### config.mk
export PLATFORM = sky130hd
export DESIGN_NAME = segsel_resolver
export DESIGN_NICKNAME = d
export VERILOG_FILES = /design/src/rtl/segsel_pkg.sv /design/src/rtl/segsel_strdet.sv /design/src/rtl/segsel_ovscan.sv /design/src/rtl/segsel_defmap.sv /design/src/rtl/segsel_resolver.sv
export SDC_FILE = /design/constraint.sdc
export NUM_CORES = 1
export LEC_CHECK = 0
export ABC_AREA = 0
export BUFFER_PORTS_ARGS = -buffer_cell sky130_fd_sc_hd__buf_2
export CAP_MARGIN = 20
export CORE_UTILIZATION = 40
export DETAILED_ROUTE_END_ITERATION = 10
export PLACE_DENSITY = 0.78
export SETUP_SLACK_MARGIN = 0.2
export SLEW_MARGIN = 0
export SYNTH_ARGS = -nofsm -noshare
export SYNTH_HDL_FRONTEND = slang
export SYNTH_SLANG_ARGS = --single-unit
### constraint.sdc
create_clock -name clk -period 3.42 [get_ports clk]
set_clock_uncertainty 0.2 [all_clocks]
set_input_delay 0.171 -clock clk [delete_from_list [all_inputs] [get_ports clk]]
set_output_delay 0.171 -clock clk [all_outputs]
set_load 0.01 [all_outputs]
### src/rtl/segsel_pkg.sv
package segsel_pkg;
  typedef enum logic [2:0] {
    SEG_ES   = 3'd0,
    SEG_CS   = 3'd1,
    SEG_SS   = 3'd2,
    SEG_DS   = 3'd3,
    SEG_FS   = 3'd4,
    SEG_GS   = 3'd5,
    SEG_IGN  = 3'd6,
    SEG_NONE = 3'd7
  } seg_t;

  localparam logic [4:0] RC_AX  = 5'd0;
  localparam logic [4:0] RC_CX  = 5'd1;
  localparam logic [4:0] RC_DX  = 5'd2;
  localparam logic [4:0] RC_BX  = 5'd3;
  localparam logic [4:0] RC_SP  = 5'd4;
  localparam logic [4:0] RC_BP  = 5'd5;
  localparam logic [4:0] RC_SI  = 5'd6;
  localparam logic [4:0] RC_DI  = 5'd7;
  localparam logic [4:0] RC_IP  = 5'd16;
  localparam logic [4:0] RC_NOB = 5'd17;

  // Map one prefix byte to a segment, SEG_NONE when it is not an override.
  function automatic seg_t pfx_seg(input logic [7:0] b);
    case (b)
      8'h26:   pfx_seg = SEG_ES;
      8'h2E:   pfx_seg = SEG_CS;
      8'h36:   pfx_seg = SEG_SS;
      8'h3E:   pfx_seg = SEG_DS;
      8'h64:   pfx_seg = SEG_FS;
      8'h65:   pfx_seg = SEG_GS;
      default: pfx_seg = SEG_NONE;
    endcase
  endfunction
endpackage

### src/rtl/segsel_strdet.sv
module segsel_strdet #(
  parameter int OPC_W = 8,
  parameter int LEN_W = 2
) (
  input  logic [OPC_W-1:0] opc,
  input  logic [LEN_W-1:0] len,
  output logic             is_str
);
  logic in_io, in_mov, in_sto;
  always_comb begin
    in_io  = (opc >= OPC_W'('h6C)) && (opc <= OPC_W'('h6F));
    in_mov = (opc >= OPC_W'('hA4)) && (opc <= OPC_W'('hA7));
    in_sto = (opc >= OPC_W'('hAA)) && (opc <= OPC_W'('hAF));
    is_str = (len == LEN_W'(1)) && (in_io || in_mov || in_sto);
  end
endmodule

### src/rtl/segsel_ovscan.sv
module segsel_ovscan
  import segsel_pkg::*;
#(
  parameter int SLOTS  = 4,
  parameter int BYTE_W = 8,
  localparam int CNT_W = $clog2(SLOTS + 1)
) (
  input  logic [SLOTS*BYTE_W-1:0] pfx,
  input  logic [CNT_W-1:0]        cnt,
  output logic                    any_hit,
  output logic                    multi,
  output seg_t                    ov_seg
);
  logic [SLOTS-1:0] hit;
  seg_t             slot_seg [SLOTS];

  for (genvar g = 0; g < SLOTS; g++) begin : g_slot
    always_comb begin
      slot_seg[g] = pfx_seg(pfx[g*BYTE_W +: BYTE_W]);
      hit[g]      = (CNT_W'(g) < cnt) && (slot_seg[g] != SEG_NONE);
    end
  end

  always_comb begin
    ov_seg = SEG_NONE;
    for (int i = 0; i < SLOTS; i++)
      if (hit[i]) ov_seg = slot_seg[i];
    any_hit = |hit;
    multi   = $countones(hit) > 1;
  end
endmodule

### src/rtl/segsel_defmap.sv
module segsel_defmap
  import segsel_pkg::*;
#(
  parameter int REG_W = 5
) (
  input  logic [REG_W-1:0] rc,
  input  logic             is_str,
  input  logic [1:0]       asz,
  input  logic             lmode,
  output seg_t             dseg,
  output logic             dbad,
  output logic             odd
);
  always_comb begin
    dbad = 1'b0;
    odd  = (rc > REG_W'(RC_NOB)) ||
           (!lmode && rc >= REG_W'(8) && rc < REG_W'(RC_IP));
    dseg = SEG_DS;
    if (lmode) begin
      dseg = SEG_IGN;
    end else begin
      case (rc)
        REG_W'(RC_AX), REG_W'(RC_CX), REG_W'(RC_DX): begin
          if (asz == 2'd0) begin
            dbad = 1'b1;
            dseg = SEG_NONE;
          end
        end
        REG_W'(RC_SP), REG_W'(RC_BP): dseg = SEG_SS;
        REG_W'(RC_DI):                dseg = is_str ? SEG_ES : SEG_DS;
        REG_W'(RC_IP):                dseg = SEG_CS;
        default:                      dseg = SEG_DS;
      endcase
    end
  end
endmodule

### src/rtl/segsel_resolver.sv
module segsel_resolver
  import segsel_pkg::*;
#(
  parameter int SLOTS  = 4,
  parameter int BYTE_W = 8,
  parameter int REG_W  = 5,
  parameter int LEN_W  = 2,
  localparam int CNT_W = $clog2(SLOTS + 1)
) (
  input  logic                    clk,
  input  logic                    rst,
  input  logic                    req_valid,
  input  logic [SLOTS*BYTE_W-1:0] pfx_bytes,
  input  logic [CNT_W-1:0]        pfx_count,
  input  logic [BYTE_W-1:0]       opc_byte,
  input  logic [LEN_W-1:0]        opc_len,
  input  logic [1:0]              addr_size,
  input  logic                    long_mode,
  input  logic [REG_W-1:0]        base_reg,
  output logic                    res_valid,
  output logic [2:0]              res_seg,
  output logic                    res_err,
  output logic                    res_odd
);
  logic is_str, any_hit, multi, dbad, odd;
  seg_t ov_seg, dseg, nxt_seg;
  logic nxt_err;

  segsel_strdet #(.OPC_W(BYTE_W), .LEN_W(LEN_W)) u_str (
    .opc(opc_byte), .len(opc_len), .is_str(is_str));

  segsel_ovscan #(.SLOTS(SLOTS), .BYTE_W(BYTE_W)) u_scan (
    .pfx(pfx_bytes), .cnt(pfx_count), .any_hit(any_hit),
    .multi(multi), .ov_seg(ov_seg));

  segsel_defmap #(.REG_W(REG_W)) u_def (
    .rc(base_reg), .is_str(is_str), .asz(addr_size), .lmode(long_mode),
    .dseg(dseg), .dbad(dbad), .odd(odd));

  always_comb begin
    nxt_err = 1'b0;
    if (base_reg == REG_W'(RC_IP)) begin
      nxt_seg = long_mode ? SEG_IGN : SEG_CS;
    end else if (base_reg == REG_W'(RC_DI) && is_str) begin
      nxt_seg = dseg;
    end else if (multi) begin
      nxt_err = 1'b1;
      nxt_seg = SEG_NONE;
    end else if (any_hit) begin
      if (long_mode && ov_seg != SEG_FS && ov_seg != SEG_GS) nxt_seg = SEG_IGN;
      else                                                  nxt_seg = ov_seg;
    end else begin
      nxt_seg = dseg;
      nxt_err = dbad;
    end
  end

  always_ff @(posedge clk) begin
    if (rst) begin
      res_valid <= 1'b0;
      res_seg   <= SEG_IGN;
      res_err   <= 1'b0;
      res_odd   <= 1'b0;
    end else begin
      res_valid <= req_valid;
      if (req_valid) begin
        res_seg <= nxt_seg;
        res_err <= nxt_err;
        res_odd <= odd;
      end
    end
  end


  resp_follows_req_chk: assert property (@(posedge clk) disable iff (rst)
    req_valid |=> res_valid);

  no_spurious_resp_chk: assert property (@(posedge clk) disable iff (rst)
    !req_valid |=> !res_valid);

  err_means_none_chk: assert property (@(posedge clk) disable iff (rst)
    res_valid |-> (res_err == (res_seg == 3'd7)));

  ip_always_code_chk: assert property (@(posedge clk) disable iff (rst)
    (req_valid && base_reg == REG_W'(RC_IP)) |=>
      (!res_err && res_seg == ($past(long_mode) ? 3'd6 : 3'd1)));

  long_mode_set_chk: assert property (@(posedge clk) disable iff (rst)
    (req_valid && long_mode) |=>
      (res_err || res_seg == 3'd6 || res_seg == 3'd4 || res_seg == 3'd5));
endmodule

==> impl_metrics.json <==
{
  "postSynthNetCount": 182,
  "fin_crit_ps": 2876,
  "netlist_area_um2": 973.4,
  "vdd_drop_max_mv": 0.1551,
  "clockRootBuffer": "clkbuf_4",
  "setup_viol": 0,
  "synth_flop_cell": "dfxtp_1",
  "dpl_cell_area_um2": 1301,
  "multi_input_area_um2": 815.8,
  "final.fill_count": 213,
  "rsz0062_at_grt": "no",
  "ys_ff_latch": 6,
  "power.total_w": 0.0002350,
  "syn2layout_area_growth_pct": 37.02,
  "grt_max_degree": 16,
  "cts_sinks": 6,
  "final_cell_mix": "60 x buf_2, 9 x a21oi_1, 8 x inv_1, 8 x o21ai_0, 8 x nor2_1",
  "dieArea_um2": 2635,
  "worstMarginPinSlew_ps": 461.4,
  "pin_count": 62,
  "powerDensity_nw_per_um2": 176.2,
  "cp-start-kind": "input pin",
  "numCtsBuffers": 3,
  "avgSynthCellArea_um2": 8.045,
  "grtUsageTotal_pct": 22.32,
  "postSynth.asyncResetShare_pct": 0,
  "syn-instance-count": 121,
  "drc_errors": 0,
  "drt-pass1-iter-count": 5,
  "finalSetupTns_ps": 0,
  "grt_pass1_wl_mm": 4.650,
  "core_area_um2": 2255,
  "finalCritPeriodShare_pct": 84.09,
  "vias": 1214,
  "port_buffers": 60,
  "ys_seq_area_share_pct": 12.34,
  "place_congestion": 0.8858,
  "ant_nets": 0,
  "gr-total-overflow": 0,
  "path_max_fanout": 4,
  "wl_per_cell_um": 12.82,
  "dieWidth_um": 51.33,
  "placedCellCount": 207,
  "initial_core_util_pct": 43.17,
  "regArea_um2": 120.1,
  "final_hold_viol_count": 0,
  "leakage_nw": 0.6089,
  "die-height_um": 51.33,
  "drv_slew": 0,
  "status": "complete, no violations",
  "hp-class": "in2reg",
  "mostFrequentLayoutCell": "buf_2",
  "max_cap_viol_count": 0,
  "ff2ff_setup_slack_ps": 2110,
  "diodes": 0,
  "r2r-end": "res_seg[1]$_SDFFE_PP1P_",
  "fmaxAchievable_mhz": 347.7,
  "hpwlAfterDp_mm": 2.354,
  "critPathArrivalTime_ps": 2830,
  "synth_edf_count": 0,
  "drtIter0Drc": 39,
  "critical_path_required_ps": 3380,
  "grt_pass1_vias": 1134,
  "final_area_um2": 1334,
  "routed_wl_mm": 2.704,
  "rows": 17,
  "fin_nets": 246,
  "vias_per_cell": 5.754,
  "critPathLaunch": "pfx_bytes[1]",
  "clkTransAtPathRegs_ps": 40,
  "cts_buffer_depth": 2,
  "endpoint": "res_seg[0]$_SDFFE_PP0P_",
  "critPathKind": "in2reg",
  "synth_warnings": 0,
  "post_cts_resized": 0,
  "cp-end-kind": "register",
  "cts_tree": "yes",
  "drive_gt1_share_pct": 43.17,
  "antenna_found_initial": 0,
  "synth_cell_types": 58,
  "relSlewSlack_pct": 69.03,
  "clkLatencyLatePin_ps": 240,
  "rr_worst_depth": 3,
  "cts_htree_levels": 1,
  "finalNonFillerCells": 211,
  "rr_startpoint": "res_seg[1]$_SDFFE_PP1P_"
}
-- registers in the layout (all words and copies together), names as in the netlist --
signal,cells
res_odd,1
res_err,1
res_seg,3
res_valid,1
-- synthesized netlist by cell type (2+ instances only) --
cell | number | area, um^2
and3b_1 | 2 | 17.52
o21ai_0 | 8 | 40.04
dfxtp_1 | 6 | 120.1
nand3_1 | 3 | 15.01
nor3_1 | 2 | 10.01
a22o_1 | 2 | 17.52
ha_1 | 4 | 50.05
nor3b_1 | 3 | 22.52
nand3b_1 | 2 | 15.01
nor4_1 | 2 | 12.51
nor2b_1 | 2 | 12.51
nor4b_2 | 2 | 30.03
a21oi_1 | 9 | 45.04
nand2b_1 | 2 | 12.51
nor4b_4 | 2 | 47.55
nand4b_1 | 2 | 17.52
and4b_1 | 2 | 20.02
nand2_1 | 6 | 22.52
a22oi_1 | 2 | 15.01
clkbuf_1 | 2 | 7.510
or2_2 | 2 | 12.51
inv_1 | 8 | 30.03
nor2_1 | 8 | 30.03
a31oi_1 | 3 | 18.77
a211o_1 | 2 | 17.52
-- worst min-delay path by stage --
stage	startpoint	to	depth (start not counted)
after floorplan	rst	res_err$_SDFFE_PP0P_	1
after global placement	rst	res_err$_SDFFE_PP0P_	2
after detailed placement	rst	res_err$_SDFFE_PP0P_	2
after CTS	long_mode	res_seg[0]$_SDFFE_PP0P_	2
after global routing	long_mode	res_seg[0]$_SDFFE_PP0P_	2
final	long_mode	res_seg[0]$_SDFFE_PP0P_	2
-- stage by stage --
stage,hold WS (ps),util (%),setup WS [ps]
floorplan,40.07,-,615.5
global placement,209.0,57.71,381.7
detailed placement,210.8,57.71,323.7
CTS,32.79,59.16,560.7
global route,56.51,59.16,343.8
finish,44.83,59.16,544.0
-- report_power, final --
part           internal, W  switching [W]  leakage [nW]
clock            0.0000396      0.0000237        0.0138
sequential       0.0000740     0.00000168        0.0495
combinational    0.0000488      0.0000471         0.546
total             0.000162      0.0000726         0.609
-- cell families (layout without fill, tap and decap cells) --
group | Yosys count | after routing | share of synthesized area (%)
compound gates | 46 | 46 | 35.48
fa+ha+maj | 5 | 5 | 7.198
buf+inv | 10 | 72 | 3.856
flops | 6 | 6 | 12.34
simple gates | 54 | 54 | 41.13
-- worst max-delay path, cell delays in order --
cell and delay [ps]:
buf_2 120, or4b_2 680, a21oi_1 210, ha_1 260, nand2_1 80, fa_1 410
and2_0 220, o32ai_1 130, a221oi_1 140, a211o_1 270, a31oi_1 150
-- layer usage --
metal | global-route usage (%) | wire [um]
met5 | 0 | 0
met4 | 6.757 | 22
met3 | 1.190 | 91
met2 | 40.35 | 1413
met1 | 28.09 | 1177
-- layout make-up --
cell class | instances | area share, %
repair buffers | 61 | 23.26
clock buffers | 3 | 1.689
well taps | 28 | 2.627
inverters | 8 | 2.251
multi-input cells | 105 | 61.16
flip-flops and latches | 6 | 9.006
-- timing repair --
action,4_1_cts,5_1_grt
hold buffers,1,0
buffers inserted,0,0
setup endpoints to repair,0,0
endpoints found under the hold margin,3,0
Note: power is estimated with default switching activity, not from simulation.
